===== src/rtl/pwm_pair_pkg.sv =====
package pwm_pair_pkg;
  localparam int unsigned MODE_W = 3;

  typedef enum logic [MODE_W-1:0] {
    WM_MANUAL   = 3'd0,
    WM_SET_MZ   = 3'd1,
    WM_CLR_MZ   = 3'd2,
    WM_TGL      = 3'd3,
    WM_SET_PAIR = 3'd4,
    WM_CLR_PAIR = 3'd5,
    WM_TGL_PAIR = 3'd6,
    WM_RSVD     = 3'd7
  } wave_mode_e;

  typedef struct packed {
    logic load;
    logic set;
    logic clr;
    logic tgl;
  } wave_cmd_t;
endpackage


===== src/rtl/pwm_evt_decode.sv =====
module pwm_evt_decode
  import pwm_pair_pkg::*;
(
  input  logic [MODE_W-1:0] mode_i,
  input  logic              pair_sel_i,
  input  logic              own_i,
  input  logic              partner_i,
  input  logic              mz_i,
  output wave_cmd_t         cmd_o
);
  wave_mode_e eff_mode;

  // pair modes without partner select fold onto the MAX/ZERO modes
  always_comb begin
    eff_mode = wave_mode_e'(mode_i);
    if (!pair_sel_i && (mode_i >= 3'd4) && (mode_i <= 3'd6))
      eff_mode = wave_mode_e'(mode_i - 3'd3);
  end

  always_comb begin
    cmd_o = '0;
    unique case (eff_mode)
      WM_SET_MZ: begin
        cmd_o.set = own_i;
        cmd_o.clr = !own_i && mz_i;
      end
      WM_CLR_MZ: begin
        cmd_o.clr = own_i;
        cmd_o.set = !own_i && mz_i;
      end
      WM_TGL:    cmd_o.tgl = own_i;
      WM_SET_PAIR: begin
        cmd_o.set = own_i;
        cmd_o.clr = !own_i && partner_i;
      end
      WM_CLR_PAIR: begin
        cmd_o.clr = own_i;
        cmd_o.set = !own_i && partner_i;
      end
      WM_TGL_PAIR: cmd_o.tgl = own_i || partner_i;
      default:     cmd_o.load = 1'b1;
    endcase
  end
endmodule


===== src/rtl/pwm_wave_cell.sv =====
module pwm_wave_cell
  import pwm_pair_pkg::*;
(
  input  logic      clk_i,
  input  logic      rst_ni,
  input  wave_cmd_t cmd_i,
  input  logic      manual_i,
  input  logic      inv_i,
  output logic      pin_o
);
  logic state_q, state_d;

  always_comb begin
    state_d = state_q;
    if (cmd_i.load)     state_d = manual_i;
    else if (cmd_i.set) state_d = 1'b1;
    else if (cmd_i.clr) state_d = 1'b0;
    else if (cmd_i.tgl) state_d = !state_q;
  end

  always_ff @(posedge clk_i or negedge rst_ni) begin
    if (!rst_ni) begin
      state_q <= 1'b0;
      pin_o   <= 1'b0;
    end else begin
      state_q <= state_d;
      pin_o   <= state_d ^ inv_i;
    end
  end
endmodule


===== src/rtl/pwm_pair_out.sv =====
module pwm_pair_out
  import pwm_pair_pkg::*;
#(
  parameter int unsigned NUM_PAIRS = 1,
  localparam int unsigned NUM_OUT = 2 * NUM_PAIRS,
  localparam int unsigned CFG_W   = MODE_W * NUM_OUT
) (
  input  logic               clk_i,
  input  logic               rst_ni,
  input  logic [NUM_OUT-1:0] match_i,
  input  logic               cnt_max_i,
  input  logic               cnt_zero_i,
  input  logic [CFG_W-1:0]   mode_i,
  input  logic [NUM_OUT-1:0] manual_i,
  input  logic [NUM_OUT-1:0] pair_sel_i,
  input  logic [NUM_OUT-1:0] inv_i,
  output logic [NUM_OUT-1:0] wave_o
);
  logic mz;
  assign mz = cnt_max_i | cnt_zero_i;

  for (genvar g = 0; g < NUM_OUT; g++) begin : g_circ
    localparam int unsigned PARTNER = g ^ 1;
    wave_cmd_t cmd;

    pwm_evt_decode u_dec (
      .mode_i     (mode_i[g*MODE_W +: MODE_W]),
      .pair_sel_i (pair_sel_i[g]),
      .own_i      (match_i[g]),
      .partner_i  (match_i[PARTNER]),
      .mz_i       (mz),
      .cmd_o      (cmd)
    );

    pwm_wave_cell u_cell (
      .clk_i    (clk_i),
      .rst_ni   (rst_ni),
      .cmd_i    (cmd),
      .manual_i (manual_i[g]),
      .inv_i    (inv_i[g]),
      .pin_o    (wave_o[g])
    );
  end
endmodule


===== config.mk =====
export PLATFORM = sky130hd
export DESIGN_NAME = pwm_pair_out
export DESIGN_NICKNAME = d
export VERILOG_FILES = /design/src/rtl/pwm_pair_pkg.sv /design/src/rtl/pwm_evt_decode.sv /design/src/rtl/pwm_wave_cell.sv /design/src/rtl/pwm_pair_out.sv
export SDC_FILE = /design/constraint.sdc
export NUM_CORES = 1
export LEC_CHECK = 0
export BUFFER_PORTS_ARGS = -buffer_cell sky130_fd_sc_hd__buf_2
export CAP_MARGIN = 20
export CORE_MARGIN = 2
export CORE_UTILIZATION = 51
export DETAILED_ROUTE_END_ITERATION = 12
export HOLD_SLACK_MARGIN = 0.15
export PLACE_DENSITY = 0.77
export REMOVE_ABC_BUFFERS = 1
export SLEW_MARGIN = 0
export SYNTH_ARGS = -nofsm -noshare
export SYNTH_HDL_FRONTEND = slang
export SYNTH_HIERARCHICAL = 1
export SYNTH_SLANG_ARGS = --single-unit

===== constraint.sdc =====
create_clock -name clk_i -period 1.1 [get_ports clk_i]
set_input_delay 0.22 -clock clk_i [delete_from_list [all_inputs] [get_ports clk_i]]
set_output_delay 0.22 -clock clk_i [all_outputs]
set_load 0.005 [all_outputs]

=== After elaboration in Yosys (flattened, before gate mapping) ===
Cells that the tools add are included.

* Flip-flop bits (word level): 4
* Input bits: 18
* Word-level logic and storage cells: 56

* Equality and inequality tests: 12
* Muxes and demuxes: 14
* Magnitude comparators: 4
* Bitwise gates (word level): 3
* Add/sub/neg operators: 2
* Reduce and logical (&&, ||, !) cells: 17

{| class="wikitable"
|+ Operator list
! cell !! count
|-
| == test 3 bit (second input constant) || 6
|-
| case mux 2 bit (4 select lines) || 2
|-
| == test 3 x 2 -> 1 bit (second input constant) || 4
|-
| OR reduction 6 bit || 2
|-
| logical AND 1 bit || 8
|-
| 2-to-1 mux 1 bit || 8
|-
| == test 3 x 1 -> 1 bit (second input constant) || 2
|-
| greater-or-equal comparator 3 bit (second input constant) || 2
|-
| <= comparator 3 bit (second input constant) || 2
|-
| zero test 1 bit || 6
|-
| 2-to-1 mux 3 bit || 2
|-
| subtractor 3 x 2 -> 3 bit (second input constant) || 2
|-
| case mux 1 bit (2 select lines) || 2
|-
| bitwise XOR 1 bit || 2
|-
| logical OR 1 bit || 1
|-
| bitwise OR 1 bit || 1
|}

=== Longest topological paths before layout ===
Gate-level depths: netlist of the first run.

* Depth after elaboration: 11
* Depth in mapped cells: 8
* Depth with buffers taken out: 8

=== Cells and area by module ===
Netlist of the first run, hierarchy kept.

{| class="wikitable"
|+ By module, submodules not included
! module !! seq. area each (um^2) !! area each (um^2) !! times used !! cells each
|-
| pwm_evt_decode || 0.0 || 245.2 || 2 || 35
|-
| pwm_wave_cell || 50.0 || 132.6 || 2 || 13
|-
| pwm_pair_out || 0.0 || 6.3 || 1 || 1
|}

=== Worst setup path before layout of the first run ===
OpenSTA, ideal clock, no wires.

* Path kind: input-to-reg
* Start point: input mode_i[0]
* End point: register g_circ[0].u_cell.pin_o
* Cell stages on the path: 8
* Slack: -0.993 ns
* Arrival time: 1.957 ns
* Path buffers: 0
* Library setup time: 0.136 ns
* Required time: 0.964 ns
* Path through: ha_1 > or4b_1 > a21boi_2 > o21ai_0 > nand2_1 > or4b_1 > o2111ai_1 > a211oi_1

{| class="wikitable"
|+ RTL lines
! item !! line !! RTL
|-
| from (decl) || pwm_pair_out.sv:13 || <nowiki>input logic [CFG_W-1:0] mode_i,</nowiki>
|-
| to (signal assigned) || pwm_wave_cell.sv:27 || <nowiki>pin_o <= state_d ^ inv_i;</nowiki>
|-
| to (decl) || pwm_wave_cell.sv:9 || <nowiki>output logic pin_o</nowiki>
|}

==> out/qor.yml, run 1 <==
area_growth_syn_to_layout_pct: 56.81
worst_pin_slew_ns: 0.3804
synth_cell_types: 32
violations: "setup timing"
dieArea_um2: 1819
synth_cells: 97
place_inst: 153
synth_top_area_share_pct: 13.14
drv_cap: 0
cp_max_fo: 2
p_per_area_nw_per_um2: 757.7
ant_nets: 0
grt_pass1_wl_mm: 3.746
io_pins: 20
final-instance-count-excl-fill: 158
hold_violations: 0
root_buffer: "clkbuf_4"
ys_top_cells_by_area: "dfrtp_1, o21ai_0, nand3b_1"
drt_iter0_markers: 51
finalPower_uw: 905.4
fin_area_um2: 1195
mostFrequentLayoutCell: "buf_4"
grt_setup_unrepaired: "yes"
skew_ns: 0.00003852
tns_ns: -2.911
grt_use_total_pct: 25.65
diodes: 0
met2_usage_pct: 47.58
grt_pass1_vias: 935
drive_gt1_share_pct: 47.55
firstDrtPassIters: 7
wl_per_cell_um: 15.99
core_area_um2: 1350
cp_slowest_cell: "or4b_4"
status: "complete, but fails checks"
grt_busiest_layer: "met2"
crit_type: "input pin to register"
critPathCaptureType: "register"
required_ns: 1.20
use_met1_pct: 29.92
worstPathArrival_ns: 2.01
antenna_found_initial: 0
fin_crit_sh_pct: 173.3
layout_common_cells: "buf_4, buf_2, o21ai_0, nor3_1, nand3b_1"
worst_ir_drop_vdd_mv: 0.3875
grtUsageMet3_pct: 0.8511
slew_headroom_pct: 74.28
wirelength_mm: 2.527
hpwl_mm: 1.651
start_kind: "input pin"
start_util_pct: 56.44
fp.dieH_um: 42.66
syn-cell-area_um2: 762.0
syn_area_per_cell_um2: 7.855
p_leak_nw: 0.5133
grt_max_degree: 14
drc_errors: 0
yosys_warnings: 6
clkSinkCount: 4
yosysTopAreaCell: "dfrtp_1"
cts_max_level: 1
overflow: 0
rows: 13
gp_congestion: 0.9360
path_cells: "buf_8 -> ha_4 -> or4b_4 -> a21boi_2 -> o21ai_1 -> nand2_1 -> or4b_4 -> o2111ai_2 -> a211oi_2"
synthArstFlopShare_pct: 100.0
setup_viol: 4
synth_edf_count: 0
ys_seq_elements: 4
ys_seq_area_share_pct: 13.14
finalWorstSetupSlack_ns: -0.8060
clock_path_buffers: 2
cts_buffers: 3
dr_total_vias: 1023
clk-insertion-delay-late_ns: 0.24
finalMaxSlewViolations: 0
timing.fmax_ghz: 0.5247
viasPerCell: 6.475
num-nets-final: 165
synth_flop_cell: "dfrtp_1"
io_buffers: 19
cts_tree: "yes"
fp.dieW_um: 42.66
slowest_delay_ns: 0.52
placed_cell_area_um2: 1046
path_common_cell: "or4b_4"
fin_crit_ns: 1.906
hp-class: "input pin to register"
clk_pin_slew_worst_paths_ns: 0.04
==> critical path, delay by kind of cell <==
kind	cells	cell delay, ns
AND/OR/NAND/NOR	3	1.10
adder cells (fa/ha/maj)	1	0.23
AO/OA/AOI/OAI	4	0.37
buffers and inverters	1	0.10
==> state kept, by name (all words and copies together) (netlist names) <==
name                   flops
g_circ.u_cell/pin_o        2
g_circ.u_cell/state_q      2
==> per-layer routing <==
metal / up-vias / wire length, um
li1: 477 / -
met1: 503 / 1026
met2: 37 / 1376
met3: 6 / 95
met4: 0 / 29
met5: - / 0
==> path summary, 6_finish.rpt <==
path	from	cells past startpoint	to	slack, ns
max in group asynchronous	rst_ni	2	g_circ[1].u_cell/pin_o$_DFF_PN0_	0.67
min in group asynchronous	rst_ni	2	g_circ[0].u_cell/state_q$_DFF_PN0_	0.32
setup reg to reg	g_circ[1].u_cell/state_q$_DFF_PN0_	3	g_circ[1].u_cell/state_q$_DFF_PN0_	-0.05
hold / removal	manual_i[0]	4	g_circ[0].u_cell/pin_o$_DFF_PN0_	0.31
hold reg to reg	g_circ[0].u_cell/state_q$_DFF_PN0_	2	g_circ[0].u_cell/pin_o$_DFF_PN0_	0.65
setup / recovery	mode_i[4]	9	g_circ[1].u_cell/pin_o$_DFF_PN0_	-0.81
==> through the flow <==
step / hold WS, ns / setup WS (ns) / util (%)
2_1_floorplan: -0.07559 / -0.9931 / -
3_3_place_gp: 0.02284 / -1.166 / 77.48
3_5_place_dp: 0.02533 / -1.177 / 77.48
4_1_cts: 0.3031 / -0.7969 / 84.15
5_1_grt: 0.3163 / -0.8798 / 88.51
6_report: 0.3085 / -0.8060 / 88.51
==> cell families after synthesis <==
| group | Yosys count | share of synthesized area [%] |
|---|---|---|
| buffers and inverters | 8 | 5.253 |
| xor gates and xnor gates | 2 | 2.299 |
| adders and majority gates | 2 | 3.284 |
| DFF | 4 | 13.14 |
| AOI/OAI and AO/OA | 34 | 32.51 |
| and+or+nand+nor | 47 | 43.51 |
==> cell usage after synthesis (4+ instances only) <==
cell type	count
o21ai_0	12
nand3b_1	6
nor3_1	6
and2b_1	4
dfrtp_1	4
inv_1	4
nand2_1	4
nor2b_1	4
nor3b_1	4
nor4b_1	4
or4b_1	4
==> power breakdown <==
group          switching (mW)  total (mW)  internal (mW)
combinational           0.236       0.512          0.276
sequential             0.0147       0.202          0.188
clock                  0.0682       0.191          0.123
==> repair_timing <==
item                                    4_1_cts  5_1_grt
endpoints found under the setup margin        4        4
endpoints found under the hold margin         4        0
resized for setup                            12       13
hold buffers                                  1        0
buffers inserted                              0        1
pin swaps                                    15        8
==> final cells by class <==
class	count	area (um^2)
Clock buffer	3	22.52
Fill cell	69	155.1
Inverter	4	15.01
Multi-Input combinational cell	85	698.2
Sequential cell	4	100.1
Tap cell	15	18.77
Timing Repair Buffer	47	340.3
No activity file was read; power rests on OpenSTA's default activity.
==> run 2: changes to the inputs <==
--- a/config.mk
+++ b/config.mk
@@ -6,12 +6,11 @@
 export NUM_CORES = 1
 export LEC_CHECK = 0
 export BUFFER_PORTS_ARGS = -buffer_cell sky130_fd_sc_hd__buf_2
-export CAP_MARGIN = 20
 export CORE_MARGIN = 2
-export CORE_UTILIZATION = 51
+export CORE_UTILIZATION = 43
 export DETAILED_ROUTE_END_ITERATION = 12
 export HOLD_SLACK_MARGIN = 0.15
-export PLACE_DENSITY = 0.77
+export PLACE_DENSITY = 0.66
 export REMOVE_ABC_BUFFERS = 1
 export SLEW_MARGIN = 0
 export SYNTH_ARGS = -nofsm -noshare
==> run 2 against run 1 <==
- the flow still finishes with violations (setup timing)
- register-to-register slack got worse by 0.04 ns
- die area rose by 17%
- sequential share of layout area fell by 0.21 points
- critical path depth did not move
- critical endpoint unchanged
==> out/qor.yml, run 2 (synthesis gave the netlist of run 1 again) <==
status: "complete, but fails checks"
violations: "setup timing"
root_buffer: "clkbuf_4"
grt_max_degree: 14  # unchanged
dr_total_vias: 925  # -9.6%
path_cells: "buf_8 -> ha_4 -> or4b_4 -> a21boi_2 -> o21ai_1 -> nand2_1 -> or4b_4 -> o2111ai_2 -> a211oi_2"
io_buffers: 19  # unchanged
grt_use_total_pct: 21.53  # -4.1 points
dieArea_um2: 2125  # +17%
placed_cell_area_um2: 1026  # -1.9%
rows: 15  # +2
worst_pin_slew_ns: 0.3712  # -0.009241 ns
cts_buffers: 3  # unchanged
grt_pass1_vias: 865  # -7.5%
cp_max_fo: 2  # unchanged
slowest_delay_ns: 0.48  # -0.04 ns
firstDrtPassIters: 4  # -3
finalMaxSlewViolations: 0  # unchanged
num-nets-final: 166  # +0.61%
cts_max_level: 1  # unchanged
hp-class: "input pin to async pin"
drc_errors: 0  # unchanged
io_pins: 20  # unchanged
worst_ir_drop_vdd_mv: 0.4571  # +18%
clock_path_buffers: 2  # unchanged
critPathCaptureType: "register"
cp_slowest_cell: "or4b_4"
gp_congestion: 0.8061  # -14%
p_per_area_nw_per_um2: 779.6  # +2.9%
fin_util_pct: 72.59  # -16 points
wirelength_mm: 2.046  # -19%
slew_headroom_pct: 74.91  # +0.62 points
clk-insertion-delay-late_ns: 0.23  # about the same
cts_tree: "yes"
cp_top_family: "simple AND/OR/NAND/NOR gates"
drive_gt1_share_pct: 47.22  # -0.33 points
finalWorstSetupSlack_ns: -0.7896  # +0.01634 ns
start_util_pct: 45.11  # -11 points
worstPathArrival_ns: 1.99  # -0.02 ns
area_growth_syn_to_layout_pct: 60.92
crit_type: "input pin to register"
fin_area_um2: 1226  # +2.6%
wl_per_cell_um: 12.71  # -21%
fillCellCount: 135  # +96%
grt_setup_unrepaired: "yes"
start_kind: "input pin"
fin_crit_sh_pct: 171.8  # -1.5 points
layout_common_cells: "buf_4, buf_2, o21ai_0"
fin_crit_ns: 1.890  # -0.01634 ns
grt_pass1_wl_mm: 3.463  # -7.6%
fp.dieW_um: 46.10  # +8.1%
timing.fmax_ghz: 0.5292  # +0.86%
antenna_found_initial: 0  # unchanged
required_ns: 1.20  # about the same
reg_top3: "g_circ.u_cell/pin_o x2, g_circ.u_cell/state_q x2"
hold_ws_ns: 0.3325  # +0.02396 ns
p_leak_nw: 0.5259  # +2.5%
viasPerCell: 5.745  # -11%
drt_iter0_markers: 16  # -69%
ant_nets: 0  # unchanged
drv_cap: 0  # unchanged
clk_pin_slew_worst_paths_ns: 0.04  # about the same
skew_ns: 0.000009867  # -0.00002866 ns
path_common_cell: "or4b_4"
mostFrequentLayoutCell: "buf_4"
cp_num_buf_inv: 1  # unchanged
fp.dieH_um: 46.10  # +8.1%
hpwl_mm: 1.481  # -10%
core_area_um2: 1689  # +25%
diodes: 0  # unchanged
overflow: 0  # unchanged
setup_viol: 4  # unchanged
hold_violations: 0  # unchanged
clkSinkCount: 4  # unchanged
-- run 2: worst paths after layout --
kind | startpoint | to | slack [ns] | cells after the start
min in group clk_i | manual_i[1] | g_circ[1].u_cell/pin_o$_DFF_PN0_ | 0.33 | 4
max | mode_i[4] | g_circ[1].u_cell/pin_o$_DFF_PN0_ | -0.79 | 9
min | rst_ni | g_circ[0].u_cell/state_q$_DFF_PN0_ | 0.33 | 2
min reg2reg | g_circ[0].u_cell/state_q$_DFF_PN0_ | g_circ[0].u_cell/pin_o$_DFF_PN0_ | 0.73 | 3
max reg2reg | g_circ[1].u_cell/state_q$_DFF_PN0_ | g_circ[1].u_cell/pin_o$_DFF_PN0_ | -0.09 | 4
max in group asynchronous | rst_ni | g_circ[1].u_cell/state_q$_DFF_PN0_ | 0.65 | 2
-- run 2: power breakdown --
part	switching (mW)	total (mW)	internal (mW)
combinational	0.245	0.574	0.329
clock	0.0571	0.179	0.122
sequential	0.0156	0.203	0.188
total	0.317	0.956	0.639
-- run 2: final cells by class --
cell class	instances	area [um^2]	share of cell area [%]
multi-input cells	85	704.4	57.45
repair buffers	48	362.8	29.59
flip-flops and latches	4	100.1	8.163
clock buffers	3	22.52	1.837
well taps	17	21.27	1.735
inverters	4	15.01	1.224
-- run 2: routing by layer --
layer  share of wire, %  wire [um]  global-route usage [%]
met4                  0          0                   8.000
met1                 45        919                   26.57
met5                  0          0                       0
met2                 53       1082                   39.17
met3                2.2         45                  0.3922
-- run 2: timing repair --
item | CTS | global route
hold buffers | 1 | 0
endpoints found under the hold margin | 4 | 0
gates resized for setup | 29 | 4
pin swaps | 19 | 6
cloned | 0 | 0
setup endpoints to repair | 4 | 4
buffers inserted | 8 | 0
-- run 2: worst reg2reg max path, stage by stage, from the launching register on --
cell and delay (ns):
dfrtp_1 0.38, xnor2_1 0.28, buf_4 0.18, nor4b_2 0.05, a211oi_2 0.21
-- run 2: stage by stage --
stage               instances  setup slack, ns  total power, mW  setup TNS [ns]
floorplan                  93          -0.9931           0.4180          -3.396
global placement          152           -1.156           0.6104          -4.128
detailed placement        152           -1.189           0.6239          -4.298
CTS                       161          -0.7516           0.9429          -2.786
global route              161          -0.8624            1.038          -3.125
finish                    161          -0.7896           0.9560          -2.883
==> run 3: changes to the inputs <==
==> constraint.sdc (replaced) <==
create_clock -name clk_i -period 1.1 [get_ports clk_i]
set_input_delay 0.165 -clock clk_i [delete_from_list [all_inputs] [get_ports clk_i]]
set_output_delay 0.165 -clock clk_i [all_outputs]
set_load 0.005 [all_outputs]
==> run 3 against run 2 <==
- the run still ends with setup timing left
- combinational power fell by 3%
- core utilization fell by 1.7 points
- clock skew barely moved
- largest power group unchanged
- largest cell class unchanged
- total power fell by 1.9%
- clock-buffer cell count did not move
==> out/qor.yml, run 3 (synthesis gave the netlist of run 1 again) <==
status: "complete, but fails checks"
violations: "setup timing"
wl_per_cell_um: 12.79  # +0.66%
fin_crit_sh_pct: 164.4  # -7.4 points
final-instance-count-excl-fill: 159  # -1.2%
ant_nets: 0  # unchanged
drc_errors: 0  # unchanged
timing.fmax_ghz: 0.5529  # +4.5%
regArea_um2: 100.1  # unchanged
io_pins: 20  # unchanged
fp.dieH_um: 46.10  # unchanged
cts_tree: "yes"
layout_common_cells: "buf_4, buf_2, o21ai_0, nor3_1, nand3b_1"
cp_max_fo: 2  # unchanged
cp_slowest_cell: "or4b_4"
finalMaxSlewViolations: 0  # unchanged
area_growth_syn_to_layout_pct: 57.14
drive_gt1_share_pct: 47.18  # about the same
tns_ns: -2.480  # +0.4030 ns
worst_pin_slew_ns: 0.3847  # +0.01348 ns
hpwl_mm: 1.525  # +3.0%
gp_congestion: 0.8063  # about the same
antenna_found_initial: 0  # unchanged
placed_cell_area_um2: 1026  # unchanged
critPathCaptureType: "register"
grt_pass1_wl_mm: 3.401  # -1.8%
clk_pin_slew_worst_paths_ns: 0.04  # about the same
slew_headroom_pct: 73.99  # -0.91 points
drt_iter0_markers: 9  # -7
fin_util_pct: 70.89  # -1.7 points
hold_violations: 0  # unchanged
core_area_um2: 1689  # unchanged
grt_max_degree: 14  # unchanged
fp.dieW_um: 46.10  # unchanged
p_seq_share_pct: 21.6  # +0.3 points
p_comb_share_pct: 59.1  # -0.9 points
mostFrequentLayoutCell: "buf_4"
place_inst: 152  # unchanged
p_sw_uw: 310.1  # -2.3%
dieArea_um2: 2125  # unchanged
skew_ns: 0.00002971  # +0.00001985 ns
viasPerCell: 5.761  # +0.27%
finalWorstSetupSlack_ns: -0.7085  # +0.08111 ns
start_kind: "input pin"
required_ns: 1.21  # about the same
p_per_area_nw_per_um2: 782.9  # +0.42%
cts_max_level: 1  # unchanged
dr_total_vias: 916  # -0.97%
pwr-share-clk_pct: 19.2  # +0.5 points
multi_input_area_um2: 698.2  # -0.89%
grt_setup_unrepaired: "yes"
firstDrtPassIters: 4  # unchanged
path_cells: "buf_8 -> ha_4 -> or4b_4 -> a21boi_2 -> o21ai_1 -> nand2_1 -> or4b_4 -> o2111ai_2 -> a211oi_2"
clock_path_buffers: 2  # unchanged
hp-class: "input pin to async pin"
fin_crit_ns: 1.809  # -0.08111 ns
diodes: 0  # unchanged
io_buffers: 19  # unchanged
worst_ir_drop_vdd_mv: 0.4560  # -0.25%
worstPathArrival_ns: 1.91  # -0.08 ns
clkSinkCount: 4  # unchanged
crit_type: "input pin to register"
slowest_delay_ns: 0.48  # about the same
start_util_pct: 45.11  # unchanged
fillCellCount: 147  # +8.9%
setup_viol: 4  # unchanged
root_buffer: "clkbuf_4"
grt_use_total_pct: 21.21  # -0.32 points
reg_top3: "g_circ.u_cell/pin_o x2, g_circ.u_cell/state_q x2"
rows: 15  # unchanged
p_leak_nw: 0.5124  # -2.6%
num-nets-final: 164  # -1.2%
grt_pass1_vias: 852  # -1.5%
cts_buffers: 3  # unchanged
wirelength_mm: 2.034  # -0.59%
drv_cap: 0  # unchanged
clk-insertion-delay-late_ns: 0.23  # about the same
switching_share_pct: 33.08  # -0.11 points
rr_worst_depth: 4  # unchanged
fin_area_um2: 1197  # -2.3%
overflow: 0  # unchanged
path_common_cell: "or4b_4"
p_int_uw: 627.3  # -1.8%
pre_cts_slack_ns: -1.134  # +0.05423 ns
run 3: layout make-up:
type	count	share of cell area [%]
Timing Repair Buffer	46	28.42
Inverter	4	1.254
Tap cell	17	1.776
Multi-Input combinational cell	85	58.31
Clock buffer	3	1.881
Sequential cell	4	8.359
run 3: path summary, 6_finish.rpt:
check | from | endpoint | slack [ns]
max | mode_i[3] | g_circ[1].u_cell/pin_o$_DFF_PN0_ | -0.71
max in group asynchronous | rst_ni | g_circ[1].u_cell/state_q$_DFF_PN0_ | 0.71
min reg2reg | g_circ[1].u_cell/state_q$_DFF_PN0_ | g_circ[1].u_cell/state_q$_DFF_PN0_ | 0.71
max reg2reg | g_circ[1].u_cell/state_q$_DFF_PN0_ | g_circ[1].u_cell/pin_o$_DFF_PN0_ | -0.03
min in group clk_i | manual_i[0] | g_circ[0].u_cell/pin_o$_DFF_PN0_ | 0.27
min | rst_ni | g_circ[0].u_cell/state_q$_DFF_PN0_ | 0.27
run 3: layer usage:
metal / global-route usage (%) / up-vias / part of all wire (%)
met3: 0 / 2 / 1.6
met1: 26.34 / 425 / 44
met2: 39.17 / 14 / 53
li1: - / 475 / -
met4: 6.857 / 0 / 0.84
met5: 0 / - / 0
run 3: worst max-delay path, delay by kind of cell:
family	cells	cell delay [ns]
fa+ha+maj	1	0.22
compound gates	4	0.39
simple gates	3	1.04
buf+inv	1	0.10
run 3: through the flow:
step / total power, mW / hold WS (ns)
global route: 1.018 / 0.2826
CTS: 0.9288 / 0.2548
detailed placement: 0.6258 / -0.02949
global placement: 0.6104 / -0.03160
floorplan: 0.4180 / -0.1306
finish: 0.9374 / 0.2734
run 3: repair_timing:
action / in CTS / in global routing
resized for setup: 24 / 6
hold buffers: 1 / 0
pin swaps: 16 / 3
setup endpoints to repair: 4 / 4
hold endpoints to repair: 4 / 0
setup buffers: 5 / 0
run 3: power by group through the flow:
stage	combinational (mW)	clock, mW	sequential (mW)
2_1_floorplan	0.213	0	0.205
3_3_place_gp	0.405	0	0.206
3_5_place_dp	0.423	0	0.203
4_1_cts	0.538	0.188	0.203
5_1_grt	0.609	0.201	0.208
6_report	0.554	0.180	0.203
